`src/rtl/alu_pkg.sv`:
```
package alu_pkg;

  parameter int unsigned ALU_W   = 20;
  parameter int unsigned BYTE_W  = 8;
  parameter int unsigned WORD_W  = 16;
  parameter int unsigned DIGIT_W = 4;
  parameter int unsigned STAT_W  = 16;
  parameter int unsigned FLAG_N  = 4;

  localparam int unsigned N_DIGITS   = ALU_W / DIGIT_W;
  localparam int unsigned BYTE_DIGS  = BYTE_W / DIGIT_W;
  localparam int unsigned WORD_DIGS  = WORD_W / DIGIT_W;

  // flag vector positions
  localparam int unsigned FV = 3;
  localparam int unsigned FN = 2;
  localparam int unsigned FZ = 1;
  localparam int unsigned FC = 0;

  typedef logic [ALU_W-1:0] word_t;

  typedef enum logic [3:0] {
    OP_ADD  = 4'd0,
    OP_ADDC = 4'd1,
    OP_SUB  = 4'd2,
    OP_SUBC = 4'd3,
    OP_CMP  = 4'd4,
    OP_DADD = 4'd5,
    OP_AND  = 4'd6,
    OP_BIT  = 4'd7,
    OP_BIC  = 4'd8,
    OP_BIS  = 4'd9,
    OP_XOR  = 4'd10,
    OP_RRC  = 4'd11,
    OP_RRA  = 4'd12,
    OP_RRU  = 4'd13,
    OP_SWPB = 4'd14,
    OP_SXT  = 4'd15
  } alu_op_e;

  typedef enum logic [1:0] {
    SZ_BYTE = 2'd0,
    SZ_WORD = 2'd1,
    SZ_ADDR = 2'd2,
    SZ_WIDE = 2'd3
  } alu_size_e;

  function automatic word_t size_mask(alu_size_e s);
    word_t m = '0;
    case (s)
      SZ_BYTE: m[BYTE_W-1:0] = '1;
      SZ_WORD: m[WORD_W-1:0] = '1;
      default: m = '1;
    endcase
    return m;
  endfunction

  function automatic word_t top_bit(alu_size_e s);
    word_t t = '0;
    case (s)
      SZ_BYTE: t[BYTE_W-1] = 1'b1;
      SZ_WORD: t[WORD_W-1] = 1'b1;
      default: t[ALU_W-1]  = 1'b1;
    endcase
    return t;
  endfunction

  function automatic logic sign_at(word_t v, alu_size_e s);
    return |(v & top_bit(s));
  endfunction

  // status-word bit that holds flag index f
  function automatic int unsigned stat_pos(int unsigned f);
    case (f)
      FV:      return 8;
      FN:      return 2;
      FZ:      return 1;
      default: return 0;
    endcase
  endfunction

  function automatic logic [FLAG_N-1:0] upd_for(alu_op_e op);
    case (op)
      OP_DADD:                   return 4'b0111;
      OP_BIC, OP_BIS, OP_SWPB:   return 4'b0000;
      default:                   return 4'b1111;
    endcase
  endfunction

endpackage

```
`src/rtl/alu_adder.sv`:
```
module alu_adder
  import alu_pkg::*;
(
  input  word_t     a_i,
  input  word_t     b_i,
  input  logic      inv_b_i,
  input  logic      cin_i,
  input  alu_size_e size_i,
  output word_t     sum_o,
  output logic      c_o,
  output logic      v_o
);
  word_t            m;
  word_t            bx;
  logic [ALU_W:0]   raw;
  logic             sa, sb, sr;

  always_comb begin
    m   = size_mask(size_i);
    bx  = inv_b_i ? (~b_i & m) : b_i;
    raw = {1'b0, a_i} + {1'b0, bx} + {{ALU_W{1'b0}}, cin_i};
    sum_o = raw[ALU_W-1:0] & m;
    case (size_i)
      SZ_BYTE: c_o = raw[BYTE_W];
      SZ_WORD: c_o = raw[WORD_W];
      default: c_o = raw[ALU_W];
    endcase
    sa  = sign_at(a_i, size_i);
    sb  = sign_at(bx, size_i);
    sr  = sign_at(sum_o, size_i);
    v_o = (sa == sb) && (sr != sa);
  end
endmodule

```
`src/rtl/alu_bcd_adder.sv`:
```
module alu_bcd_adder
  import alu_pkg::*;
(
  input  word_t             a_i,
  input  word_t             b_i,
  input  logic              cin_i,
  input  alu_size_e         size_i,
  output word_t             sum_o,
  output logic              c_o
);
  logic [N_DIGITS:0] cy;
  word_t             raw;

  assign cy[0] = cin_i;

  for (genvar d = 0; d < N_DIGITS; d++) begin : g_dig
    logic [DIGIT_W:0] s;
    logic             ge10;
    always_comb begin
      s    = {1'b0, a_i[d*DIGIT_W +: DIGIT_W]} + {1'b0, b_i[d*DIGIT_W +: DIGIT_W]}
           + {{DIGIT_W{1'b0}}, cy[d]};
      ge10 = (s >= (DIGIT_W+1)'(10));
      raw[d*DIGIT_W +: DIGIT_W] = ge10 ? DIGIT_W'(s - (DIGIT_W+1)'(10)) : s[DIGIT_W-1:0];
    end
    assign cy[d+1] = ge10;
  end

  always_comb begin
    sum_o = raw & size_mask(size_i);
    case (size_i)
      SZ_BYTE: c_o = cy[BYTE_DIGS];
      SZ_WORD: c_o = cy[WORD_DIGS];
      default: c_o = cy[N_DIGITS];
    endcase
  end
endmodule

```
`src/rtl/alu_bitops.sv`:
```
module alu_bitops
  import alu_pkg::*;
(
  input  alu_op_e   op_i,
  input  alu_size_e size_i,
  input  word_t     a_i,
  input  word_t     b_i,
  input  word_t     dst_raw_i,
  input  logic      cin_i,
  output word_t     res_o,
  output logic      c_o,
  output logic      v_o
);
  word_t m;

  always_comb begin
    m     = size_mask(size_i);
    res_o = '0;
    c_o   = 1'b0;
    v_o   = 1'b0;
    case (op_i)
      OP_AND, OP_BIT: begin
        res_o = a_i & b_i;
        c_o   = |res_o;
      end
      OP_BIC: res_o = a_i & ~b_i;
      OP_BIS: res_o = a_i | b_i;
      OP_XOR: begin
        res_o = a_i ^ b_i;
        c_o   = |res_o;
        v_o   = sign_at(a_i, size_i) & sign_at(b_i, size_i);
      end
      OP_RRC: begin
        res_o = (a_i >> 1) | (cin_i ? top_bit(size_i) : '0);
        c_o   = a_i[0];
      end
      OP_RRA: begin
        res_o = (a_i >> 1) | (a_i & top_bit(size_i));
        c_o   = a_i[0];
      end
      OP_RRU: begin
        res_o = a_i >> 1;
        c_o   = a_i[0];
      end
      OP_SWPB: res_o = {{(ALU_W-WORD_W){1'b0}}, dst_raw_i[BYTE_W-1:0], dst_raw_i[WORD_W-1:BYTE_W]};
      OP_SXT: begin
        res_o = {{(ALU_W-BYTE_W){dst_raw_i[BYTE_W-1]}}, dst_raw_i[BYTE_W-1:0]};
        c_o   = |(res_o & m);
      end
      default: ;
    endcase
  end
endmodule

```
`src/rtl/alu_core.sv`:
```
module alu_core
  import alu_pkg::*;
(
  input  logic [3:0]        op_i,
  input  logic [1:0]        size_i,
  input  logic [ALU_W-1:0]  dst_i,
  input  logic [ALU_W-1:0]  src_i,
  input  logic [STAT_W-1:0] status_i,
  output logic [ALU_W-1:0]  result_o,
  output logic              wb_o,
  output logic [FLAG_N-1:0] flags_o,
  output logic [FLAG_N-1:0] flag_upd_o,
  output logic [STAT_W-1:0] status_o
);
  alu_op_e   op;
  alu_size_e sz;
  word_t     m, a, b;
  logic      cin_st;

  assign op     = alu_op_e'(op_i);
  assign sz     = alu_size_e'(size_i);
  assign m      = size_mask(sz);
  assign a      = dst_i & m;
  assign b      = src_i & m;
  assign cin_st = status_i[0];

  // arithmetic path
  logic  inv_b, add_cin, add_c, add_v;
  word_t add_sum;

  always_comb begin
    inv_b   = (op == OP_SUB) || (op == OP_SUBC) || (op == OP_CMP);
    case (op)
      OP_ADD:          add_cin = 1'b0;
      OP_SUB, OP_CMP:  add_cin = 1'b1;
      default:         add_cin = cin_st;
    endcase
  end

  alu_adder u_add (
    .a_i(a), .b_i(b), .inv_b_i(inv_b), .cin_i(add_cin), .size_i(sz),
    .sum_o(add_sum), .c_o(add_c), .v_o(add_v)
  );

  word_t bcd_sum;
  logic  bcd_c;

  alu_bcd_adder u_bcd (
    .a_i(a), .b_i(b), .cin_i(cin_st), .size_i(sz),
    .sum_o(bcd_sum), .c_o(bcd_c)
  );

  word_t bit_res;
  logic  bit_c, bit_v;

  alu_bitops u_bit (
    .op_i(op), .size_i(sz), .a_i(a), .b_i(b), .dst_raw_i(dst_i), .cin_i(cin_st),
    .res_o(bit_res), .c_o(bit_c), .v_o(bit_v)
  );

  // result and flag selection
  word_t             res;
  logic              c_sel, v_sel;
  logic [FLAG_N-1:0] fl, upd;

  always_comb begin
    case (op)
      OP_ADD, OP_ADDC, OP_SUB, OP_SUBC, OP_CMP: begin
        res = add_sum; c_sel = add_c; v_sel = add_v;
      end
      OP_DADD: begin
        res = bcd_sum; c_sel = bcd_c; v_sel = 1'b0;
      end
      default: begin
        res = bit_res; c_sel = bit_c; v_sel = bit_v;
      end
    endcase
    upd     = upd_for(op);
    fl      = '0;
    fl[FV]  = v_sel;
    fl[FN]  = sign_at(res, sz);
    fl[FZ]  = ((res & m) == '0);
    fl[FC]  = c_sel;
  end

  assign result_o   = res;
  assign wb_o       = !((op == OP_CMP) || (op == OP_BIT));
  assign flags_o    = fl & upd;
  assign flag_upd_o = upd;

  // status merge, one bit per status position
  for (genvar g = 0; g < STAT_W; g++) begin : g_sr
    always_comb begin
      status_o[g] = status_i[g];
      for (int f = 0; f < FLAG_N; f++)
        if (upd[f] && (stat_pos(f) == g)) status_o[g] = fl[f];
    end
  end
endmodule

```
`config.mk`:
```
export PLATFORM = sky130hd
export DESIGN_NAME = alu_core
export DESIGN_NICKNAME = d
export VERILOG_FILES = /design/src/rtl/alu_pkg.sv /design/src/rtl/alu_adder.sv /design/src/rtl/alu_bcd_adder.sv /design/src/rtl/alu_bitops.sv /design/src/rtl/alu_core.sv
export SDC_FILE = /design/constraint.sdc
export NUM_CORES = 1
export LEC_CHECK = 0
export ABC_AREA = 1
export BUFFER_PORTS_ARGS = -buffer_cell sky130_fd_sc_hd__clkbuf_2
export CORE_MARGIN = 2
export CORE_UTILIZATION = 30
export DETAILED_ROUTE_END_ITERATION = 8
export REMOVE_ABC_BUFFERS = 1
export SYNTH_ARGS = -nofsm -noshare
export SYNTH_HDL_FRONTEND = slang
export SYNTH_HIERARCHICAL = 1
export SYNTH_SLANG_ARGS = --single-unit
```
`constraint.sdc`:
```
create_clock -name vclk -period 7.9
set_input_delay 0 -clock vclk [all_inputs]
set_output_delay 0 -clock vclk [all_outputs]
set_load 0.03 [all_outputs]
```
==> metrics.yaml <==
outcome:
  outcome: "finished, final reports clean"
setup_path:
  cp_max_fo: 5
  setup.worst_path.start_class: "input port"
  critical_path_class: "in -> out"
  crit_end: "status_o[1]"
  arrival_ns: 7.68
  max_stage_delay_ns: 0.61
  cp_common_cell: "fa_2"
  critPathCaptureType: "primary output"
  crit_required_ns: 7.90
  slowest_stage: "fa_2"
  cp-startpoint: "status_i[0]"
layout:
  multi_input_area_sq_um: 5490
  drive_gt1_share_pct: 19.5
  layout-area-overhead-vs-synth_pct: 17.9
  nFillCells: 2281
  final_util_pct: 36.3
  final_nets: 1429
  regArea_sq_um: 0
  diodes: 0
  clkbuf_count: 0
  flops_and_latches: 0
routing:
  antenna_left: 0
  first_pass_iters: 5
  wl_per_cell_um: 15.0
  drt_iter0_markers: 542
  num_vias: 7437
  drc: 0
  post_drt_via_cell_ratio: 4.88
  wirelength_mm: 22.8
floorplanning:
  floorplan.die_area_sq_um: 22100
  fp.dieH_um: 148
  die_w_um: 148
  ioPinCount: 107
  core_sq_um: 20400
  rows: 52
  start_util_pct: 30.8
power_and_ir_drop:
  powerDensity_nw_per_um2: 102
  internal_power_uw: 283
  pwr-share-clk_pct: 0
  seq_power_share_pct: 0
  switching_share_pct: 62.6
  p_sw_uw: 474
  ir_drop_mv: 0.0442
  p_leak_nw: 4.36
  power_frac_comb_pct: 100.0
yosys:
  syn_avg_cell_area_sq_um: 5.39
  synth_cell_type_count: 46
  yosys-top-cells-count: "nand2_1, inv_1, nor2_1, ha_1, nand3_1"
  yosysWarnings: 6
  synth_seq_area_share_pct: 0
  synth.most_common_cell: "nand2_1"
  synthTopCellsByArea: "nand2_1, ha_1, inv_1"
  yosysTopAreaCell: "nand2_1"
  synth_top_area_share_pct: 22.0
  postSynthCellCount: 1162
  syn_area_sq_um: 6260
worst_hold_path:
  worstHoldPathCells: 0
  min_path_type: "in -> out"
placed_design:
  gp_congestion: 0.914
  io_buffers: 83
  dp.final_hpwl_mm: 17.9
  pre_cts_ws_ns: -0.292
grt:
  top_usage_layer: "met2"
  grt_max_degree: 34
  grtUsageMet3_pct: 1.66
  grt-ovfl-total: 0
  grt_pass1_vias: 7021
  use_met1_pct: 27.5
  use_met2_pct: 34.2
  grt_first_pass_wirelength_mm: 35.7
  antenna_found_initial: 0
  track_usage_pct: 19.9
timing:
  timing.fmax_mhz: 130
  worstMarginPinSlew_ns: 0.902
  fin_tns_setup_ns: 0
  slew-limit-headroom_pct: 39.7
  timing.final.crit_share_pct: 97.2
  worst_slack_ns: 0.219
  fin_crit_ns: 7.68
  maxSlewViolCount: 0
  rsz0062_at_grt: "true"
  final-setup-viol-count: 0
  hold_viol: 0
cts:
  holdBufCountCts: 0
job:
  cap_violations: 0
-- power by group through the flow --
stage	clock network, mW	registers, mW	logic [mW]
after floorplan	0	0	0.457
after global placement	0	0	0.668
after detailed placement	0	0	0.673
after CTS	0	0	0.682
after global routing	0	0	0.839
final	0	0	0.757
-- worst min-delay path by stage --
stage | slack [ns] | endpoint | start
CTS | 0.0004 | status_o[10] | status_i[10]
global route | 0.0002 | status_o[3] | status_i[3]
detailed placement | 0.0004 | status_o[10] | status_i[10]
floorplan | 0 | status_o[10] | status_i[10]
global placement | 0.0004 | status_o[10] | status_i[10]
finish | 0.0002 | status_o[10] | status_i[10]
-- cell families after synthesis --
family,share of synthesized area (%)
AO/OA/AOI/OAI,12.2
buffers and inverters,16.3
AND/OR/NAND/NOR,45.6
XOR/XNOR,2.38
adder cells (fa/ha/maj),23.6
-- what timing repair did --
item	4_1_cts	5_1_grt
resized for setup	14	72
buffers inserted	0	9
setup endpoints to repair	9	9
pin swaps	2	45
-- critical path, delay by kind of cell --
kind	cells	cell delay [ns]
adders and majority gates	12	4.43
buffers and inverters	9	0.58
and+or+nand+nor	30	2.48
AOI/OAI and AO/OA	1	0.17
-- metal layers --
layer / routed length, um / up-vias
met5: 0 / -
met4: 375 / 0
met3: 1460 / 32
met2: 10500 / 263
met1: 10500 / 3372
li1: - / 3770
-- stage by stage --
step / area (sq um) / hold slack (ns) / power [mW] / cells
floorplan: 6020 / 0 / 0.457 / 1128
global placement: 7040 / 0.000405 / 0.668 / 1515
detailed placement: 7040 / 0.000405 / 0.673 / 1515
CTS: 7080 / 0.000405 / 0.682 / 1515
global route: 7390 / 0.000211 / 0.839 / 1524
finish: 7390 / 0.000238 / 0.757 / 1524
-- cells in the final DEF, fill, tap and decap left out, types with 2 or more instances in the layout --
master,count
buf_8,3
inv_2,21
a21o_1,3
a21oi_1,49
buf_4,43
nor3_1,6
o21bai_4,2
and2_4,2
a31oi_1,2
inv_1,185
o21a_1,8
clkbuf_2,78
nand4_1,7
a21oi_2,6
ha_4,5
nand3_2,10
fa_1,2
nor2_2,11
nor2_4,4
o21bai_1,2
fa_2,10
or2_2,2
nand2_1,350
o21ai_2,4
nand3_4,4
nand2_2,24
nand2_4,9
buf_6,2
o21ai_0,45
and2_1,2
nor2_1,151
o22ai_1,2
xnor2_1,5
nand3b_1,9
o21ai_1,3
ha_1,94
xor2_1,12
nand3_1,66
-- area by class of cell --
type / instances / share of cell area, %
multi-input combinational: 921 / 74.3
tap: 270 / 4.57
inverter: 207 / 10.6
timing repair buffer: 126 / 10.6
Power figures use the tool's default switching activity.
